--- src/rtl/ovf_pkg.sv ---
package ovf_pkg;
  typedef enum logic {
    OP_ADD = 1'b0,
    OP_SUB = 1'b1
  } arith_op_e;
endpackage

--- src/rtl/ovf_sign_carry.sv ---
// W-bit adder that exposes the carry entering and leaving the sign position.
module ovf_sign_carry #(
  parameter int W = 8
) (
  input  logic [W-1:0] a_i,
  input  logic [W-1:0] b_i,
  input  logic         cin_i,
  output logic [W-1:0] sum_o,
  output logic         c_msb_in_o,
  output logic         c_out_o
);
  localparam int LW = W - 1;

  function automatic logic [LW:0] low_add(input logic [LW-1:0] a,
                                          input logic [LW-1:0] b,
                                          input logic c);
    return {1'b0, a} + {1'b0, b} + {{LW{1'b0}}, c};
  endfunction

  logic [LW:0] low_sum;
  logic        a_msb, b_msb;

  assign low_sum    = low_add(a_i[LW-1:0], b_i[LW-1:0], cin_i);
  assign c_msb_in_o = low_sum[LW];
  assign a_msb      = a_i[W-1];
  assign b_msb      = b_i[W-1];
  assign sum_o      = {a_msb ^ b_msb ^ c_msb_in_o, low_sum[LW-1:0]};
  assign c_out_o    = (a_msb & b_msb) | (a_msb & c_msb_in_o) | (b_msb & c_msb_in_o);
endmodule

--- src/rtl/ovf_biased_check.sv ---
// Second signed-overflow formulation: flip both sign bits, add or subtract,
// and report overflow when the carry out equals the top sum bit.
module ovf_biased_check
  import ovf_pkg::*;
#(
  parameter int W = 8
) (
  input  logic [W-1:0] x_i,
  input  logic [W-1:0] y_i,
  input  arith_op_e    op_i,
  input  logic         cin_eff_i,
  output logic [W-1:0] sum_o,
  output logic         ovf_o
);
  localparam logic [W-1:0] MSB_MASK = {1'b1, {(W-1){1'b0}}};

  function automatic logic [W:0] wide_add(input logic [W-1:0] a,
                                          input logic [W-1:0] b,
                                          input logic c);
    return {1'b0, a} + {1'b0, b} + {{W{1'b0}}, c};
  endfunction

  logic [W-1:0] xb, yb, yb_op;
  logic [W:0]   full;

  assign xb    = x_i ^ MSB_MASK;
  assign yb    = y_i ^ MSB_MASK;
  assign yb_op = (op_i == OP_SUB) ? ~yb : yb;
  assign full  = wide_add(xb, yb_op, cin_eff_i);
  assign sum_o = full[W-1:0];
  assign ovf_o = (full[W] == full[W-1]);
endmodule

--- src/rtl/addsub_ovf_flags.sv ---
module addsub_ovf_flags
  import ovf_pkg::*;
#(
  parameter int W = 8
) (
  input  logic [W-1:0] x_i,
  input  logic [W-1:0] y_i,
  input  logic         cin_i,
  input  logic         sub_i,
  output logic [W-1:0] res_o,
  output logic         sovf_o,
  output logic         uflag_o,
  output logic         xchk_err_o
);
  arith_op_e    op;
  logic [W-1:0] y_eff;
  logic         cin_eff;
  logic         c_msb_in, c_out;
  logic         sovf_alt;
  logic [W-1:0] alt_sum;

  assign op      = arith_op_e'(sub_i);
  assign y_eff   = (op == OP_SUB) ? ~y_i : y_i;
  assign cin_eff = (op == OP_SUB) ? ~cin_i : cin_i;

  ovf_sign_carry #(.W(W)) u_core (
    .a_i(x_i), .b_i(y_eff), .cin_i(cin_eff),
    .sum_o(res_o), .c_msb_in_o(c_msb_in), .c_out_o(c_out)
  );

  ovf_biased_check #(.W(W)) u_alt (
    .x_i(x_i), .y_i(y_i), .op_i(op), .cin_eff_i(cin_eff),
    .sum_o(alt_sum), .ovf_o(sovf_alt)
  );

  assign sovf_o     = c_msb_in ^ c_out;
  assign uflag_o    = (op == OP_SUB) ? ~c_out : c_out;
  assign xchk_err_o = (sovf_o != sovf_alt) || (alt_sum != res_o);

  always_comb begin
    // both overflow formulations agree
    assert_ovf_agree_R7: assert (sovf_o == sovf_alt);
    // biased sum equals the result
    assert_biased_sum_R7: assert (alt_sum == res_o);
    if (op == OP_ADD) begin
      // sign rule for add
      assert_add_sign_R2: assert (sovf_o ==
        ((x_i[W-1] == y_i[W-1]) && (res_o[W-1] != x_i[W-1])));
      // unsigned compare rule with no carry-in
      if (!cin_i)
        assert_add_carry_R6: assert (uflag_o == ((res_o < x_i) || (res_o < y_i)));
    end else begin
      // sign rule for subtract
      assert_sub_sign_R3: assert (sovf_o ==
        ((x_i[W-1] != y_i[W-1]) && (res_o[W-1] != x_i[W-1])));
    end
  end
endmodule

--- config.mk ---
export PLATFORM = sky130hd
export DESIGN_NAME = addsub_ovf_flags
export DESIGN_NICKNAME = d
export VERILOG_FILES = /design/src/rtl/ovf_pkg.sv /design/src/rtl/ovf_sign_carry.sv /design/src/rtl/ovf_biased_check.sv /design/src/rtl/addsub_ovf_flags.sv
export SDC_FILE = /design/constraint.sdc
export NUM_CORES = 1
export LEC_CHECK = 0
export CAP_MARGIN = 10
export CORE_UTILIZATION = 36
export DETAILED_ROUTE_END_ITERATION = 12
export PLACE_DENSITY = 0.8
export SYNTH_ARGS = -nofsm -noshare
export SYNTH_HDL_FRONTEND = slang
export SYNTH_SLANG_ARGS = --single-unit
--- constraint.sdc ---
create_clock -name vclk -period 3.4
set_input_delay 0.51 -clock vclk [all_inputs]
set_output_delay 0.51 -clock vclk [all_outputs]
set_load 0.005 [all_outputs]
==> results of run 1 <==
==> cells in the mapped netlist <==
cell,number
xor2_1,12
ha_1,8
xnor2_1,6
a21o_1,4
a21oi_1,4
fa_1,3
inv_1,3
nand2b_1,3
nor2_1,3
and3_1,2
nand2_1,2
o21ai_1,2
a211oi_1,1
a21boi_2,1
a221oi_1,1
a31oi_1,1
buf_2,1
mux2i_1,1
nand3_1,1
o21ai_0,1
==> kinds of logic after synthesis <==
group | after synthesis | share of synthesized area, %
buf+inv | 4 | 3.27
xor+xnor | 18 | 31.7
simple gates | 11 | 11.1
fa+ha+maj | 11 | 32.2
mux | 1 | 2.01
compound gates | 15 | 19.9
==> repair_timing <==
item,4_1_cts
pin swaps,20
gates resized for setup,53
hold buffers,0
gates cloned,0
buffers inserted,12
endpoints found under the setup margin,8
==> per-stage QoR <==
stage               instances  utilization (%)
global placement          125             74.3
floorplan                  60                -
CTS                       137             92.3
detailed placement        125             74.3
==> run metrics, run 1 <==
outcome stopped before the end; Fail Step global routing; Error [ERROR DPL-0038] Utilization greater than 100%, impossible to legalize; hpwl dp 1270 um; YS warnings 0; port bufs 29; boundary pin count 29; Die Span X 39.2 um; Syn Nets 89; sequential-to-total area share from yosys stat 0%; Syn Area/Cell 8.30 um^2; Setup WS pre-CTS -1140 ps; Post-Syn Instances 60; top cells by area, synth xor2_1 (21%), ha_1 (20%), fa_1 (12%), xnor2_1 (11%), a21o_1 (6.0%); Synth cell types 20; Yosys top cell by area xor2_1; dpl cell area 967 um^2; Worst EP Category top-level output; Synth top area share 21.1%; RePlAce Congestion 0.769; Core Rows 13; post-GRT worst EP xchk_err_o; Syn Std Cell Area 498 um^2; DIE HEIGHT 39.2 um; Starting Density 38.3%; largest net degree at the start of global routing 6
==> inputs of run 2 (changes only) <==
Settings changed: CORE_AREA from default to 2 2 63 65, CORE_UTILIZATION 36 to default, DIE_AREA from default to 0 0 65 67, PLACE_DENSITY 0.8 to default, PLACE_DENSITY_LB_ADDON from default to 0.15.
Clock period 3.4 ns to 4.42 ns, I/O delays scaled along.
==> run 2 against run 1 <==
  * The flow now finishes without violations
  * Area after synthesis stayed put
  * Synthesized cell count unchanged
==> run metrics, run 2 <==
remaining antenna violation count 0; Static Leak 0.467 nW; Yosys top cell by area xor2_1; DIE HEIGHT 67 um; CP arrival 3560 ps; initial antenna violation count 0; Core Rows 22; Core Box Area 3610 um^2; via count 570; Syn Area/Cell 8.30 um^2; Seq. cell area 0 um^2; port bufs 29; top cells by area, synth xor2_1 (21%), ha_1 (20%), fa_1 (12%), xnor2_1 (11%), a21o_1 (6.0%); Syn Std Cell Area 498 um^2; CP Data Required Time 3760 ps; Max-slew headroom 76.8%; Layout clock buffers 0; Multi-input gate area 497 um^2; RePlAce Congestion 0.783; Filler cells 388; router iterations before antenna repair 1; detailed-route DRC error count 0; Starting DRT DRC Count 0; Peak VDD IR 36.0 uV; Tmin final 4230 ps; CP Capture Type primary output; boundary pin count 29; Hold Crit Class input port to primary output; vias per cell 3.63; Sw Share 37.2%; Syn-to-layout area delta 104%; Post-Syn Instances 60; first-pass GRT wire length 2350 um; P_int 0.145 mW; Diodes inserted 0; post-route insts no fill 157; cell area power density 227 nW/um^2; crit start category input port; Clock power frac 0%; Comb pwr share 100.0%; Die Area 4360 um^2; vias in the first global route 601; layout cells sized above 1 23.9%; most common cell after layout, fill and taps aside clkdlybuf4s50_1; period utilization 95.6%; final hold violation count 0; total wire length 1470 um; final setup violating endpoints 0; Synth cell types 20; synth cell count leaders xor2_1 (12), ha_1 (8), xnor2_1 (6); max-slew violations 0; Placed Cells 154; maximum achievable frequency 0.237 GHz; most frequent cells in the layout clkdlybuf4s50_1 (27), buf_4 (20), xor2_1 (12); Starting Density 13.8%; crit-path max FO 3; Die Span X 65 um; Fin Setup TNS 0 ps; outcome finished, final reports clean; sequential group share of total power 0%; FF+latch count 0; NetSw 0.0857 mW; total congestion overflow 0; count leader, synth xor2_1; final net count 140; WL per Instance 9.36 um; WS Path Type input port to primary output; Synth top area share 21.1%; sequential-to-total area share from yosys stat 0%; largest net degree at the start of global routing 9; Syn Nets 89; Max Cap Viol 0; YS warnings 0; hpwl dp 1310 um; Worst Tran Pin Value 348 ps; total track usage 6.58%
## run 2: kinds of logic after synthesis
group,Yosys count,share of synthesized area (%)
xor+xnor,18,31.7
compound gates,15,19.9
fa+ha+maj,11,32.2
simple gates,11,11.1
buf+inv,4,3.27
mux,1,2.01
## run 2: worst paths after layout
check / cells past startpoint / slack, ps / from / endpoint
setup / recovery: 15 / 190 / y_i[5] / xchk_err_o
hold / removal: 5 / 2230 / x_i[7] / xchk_err_o
## run 2: per-layer routing
metal,up-vias,track usage (%),part of all wire [%],wire length [um]
met5,-,0,0,0
met4,0,0,0,0
met3,0,0.169,3.4,50
met2,17,12.9,49,726
met1,249,8.43,47,694
li1,304,-,-,-
## run 2: critical path, stage by stage
cell             delay, ps
clkdlybuf4s50_1        490
xor2_1                 180
ha_1                   260
and3_1                 200
a21boi_2               170
o21ai_1                130
nand2b_1               110
fa_1                   490
buf_4                  160
nand2b_1               130
o21ai_1                 80
a21oi_1                 70
and3_1                 170
a31oi_2                140
buf_2                  130
## run 2: power groups by stage
stage,Clock [mW],Combinational (mW),Sequential [mW]
finish,0,0.230,0
CTS,0,0.232,0
floorplan,0,0.0979,0
global placement,0,0.226,0
global route,0,0.255,0
detailed placement,0,0.224,0
## run 2: through the flow
stage	hold WS [ps]	utilization [%]	cell area [um^2]	setup slack, ps	power (mW)
6_report	2230	28.1	1010	195	0.230
5_1_grt	2290	28.1	1010	-2.61	0.255
4_1_cts	2240	27.9	1010	95.9	0.232
3_5_place_dp	2470	27.1	978	-465	0.224
3_3_place_gp	2470	27.1	978	-478	0.226
2_1_floorplan	1480	-	498	612	0.0979
## run 2: final cells by class
class | count | area share [%]
inverters | 3 | 1.11
multi-input cells | 56 | 49.0
well taps | 48 | 5.93
repair buffers | 50 | 44.0
## run 2: repair_timing
action                     4_1_cts  5_1_grt
pin swaps                        8        3
gates resized for setup          9        1
hold buffers                     0        0
buffers inserted                 3        0
setup endpoints to repair        2        1
Note: power is estimated with default switching activity, not from simulation.
==> inputs of run 3 (changes only) <==
Settings changed: ABC_AREA from default to 0.
==> results of run 3 <==
Final layout, timing and power as in run 2 (identical DEF).
==> inputs of run 4 (changes only) <==
--- a/config.mk
+++ b/config.mk
@@ -12,2 +12,3 @@
 export DIE_AREA = 0 0 65 67
+export GPL_ROUTABILITY_DRIVEN = 0
 export PLACE_DENSITY_LB_ADDON = 0.15
==> constraint.sdc (replaced) <==
create_clock -name vclk -period 4.42
set_input_delay 0.663 -clock vclk [all_inputs]
set_output_delay 0.663 -clock vclk [all_outputs]
set_load 0.05 [all_outputs]
==> run 4 against run 3 <==
  * Flip-flop and latch count unchanged
  * Count of clock-buffer cells in the layout unchanged
  * Fmax is 0.44% higher
  * Sequential share of layout area unchanged
  * Power increased by 72%
  * Final cell count decreased by 3.2%
  * First-iteration DRC count up 1
  * Largest cell class unchanged
  * Highest routed layer unchanged
  * Largest power group unchanged
  * Via count decreased by 1.9%
  * Critical path depth shrank 1
  * Final area grew 5.1%
==> run metrics, run 4 (synthesized netlist as in run 2, its figures left out) <==
Tmin final 4210 ps; Die Span X 65 um; WL per Instance 8.74 um; total track usage 6.40%; slowest CP cell fa_1; Syn-to-layout area delta 114%; post-route insts no fill 152; largest net degree at the start of global routing 9; max-slew violations 0; RSZ-0062 raised after global routing no; port bufs 29; Fin Setup TNS 0 ps; Hold Crit Class input port to primary output; Core Rows 22; Worst Tran Pin Value 496 ps; via count 559; final setup violating endpoints 0; maximum achievable frequency 0.238 GHz; Core Util, Final 29.5%; Layout clock buffers 0; most common cell after layout, fill and taps aside clkdlybuf4s50_1; Max Cap Viol 0; worst setup margin 213 ps; end of the critical path xchk_err_o; Peak VDD IR 134 uV; WHS 2180 ps; FF+latch count 0; vias per cell 3.68; CP arrival 3540 ps; Placed Cells 148; critical path, cell by cell clkdlybuf4s50_1 > xor2_1 > ha_1 > a21o_1 > a21o_1 > o21ai_1 > nand2b_1 > fa_1 > nand2b_1 > a211oi_2 > mux2i_1 > and3_1 > a31oi_4 > buf_12; crit-path max FO 3; Seq. cell area 0 um^2; router iterations before antenna repair 2; Die Area 4360 um^2; final hold violation count 0; post-route cell area 1060 um^2; Static Leak 0.488 nW; most frequent cells in the layout clkdlybuf4s50_1 (19), buf_4 (17), xor2_1 (11); Max-slew headroom 66.8%; CP top delay family compound AO/OA/AOI/OAI gates; total congestion overflow 0; critical path depth 14; Crit path buffers/inverters 2; CP Capture Type primary output; Core Box Area 3610 um^2; total wire length 1330 um; vias in the first global route 576; Largest stage delay, worst path 530 ps; boundary pin count 29; crit path launch y_i[4]; hpwl dp 1210 um; layout cells sized above 1 29.8%; detailed-route DRC error count 0; WS Path Type input port to primary output; hold buffers post-CTS 0; Starting DRT DRC Count 1; crit start category input port; CP Data Required Time 3760 ps; period utilization 95.2%; remaining antenna violation count 0; cell area power density 373 nW/um^2; final net count 135; first-pass GRT wire length 2310 um; total chip power 0.397 mW; Setup WS pre-CTS -104 ps; outcome finished, final reports clean; Starting Density 13.8%; Diodes inserted 0; initial antenna violation count 0; DIE HEIGHT 67 um; dpl cell area 1010 um^2
## run 4: changes by cell type in the layout (fill, tap and decap cells not counted), sizes merged
cell           previous run  this run
buf                      22        25
clkdlybuf4s50            27        19
## run 4: cell type report
type | instances | area (um^2)
repair buffers | 45 | 478
well taps | 48 | 60.1
fillers | 383 | 2540
multi-input cells | 56 | 515
inverters | 3 | 11.3
## run 4: worst min path at each step
stage                       endpoint  cells past startpoint  slack (ps)  startpoint
after global routing        res_o[1]                      3        2230      x_i[1]
final                        uflag_o                      6        2180       sub_i
after floorplan           xchk_err_o                      3        1720      x_i[7]
after CTS                    uflag_o                      6        2180       sub_i
after global placement      res_o[1]                      3        2210      x_i[1]
after detailed placement    res_o[1]                      3        2210      x_i[1]
## run 4: routing by layer
metal,vias up,wire (um),GRT usage (%)
li1,295,-,-
met1,249,615,8.23
met2,15,639,12.5
met3,0,73,0.169
met4,0,0,0
met5,-,0,0
## run 4: timing repair
item | in CTS | in global routing
gates resized for setup | 5 | 2
setup buffers | 3 | 1
pin swaps | 8 | 5
setup endpoints to repair | 1 | 1
## run 4: power by group
part	leakage (nW)	internal, mW	switching [mW]
sequential	0	0	0
combinational	0.488	0.186	0.211
clock	0	0	0
total	0.488	0.186	0.211
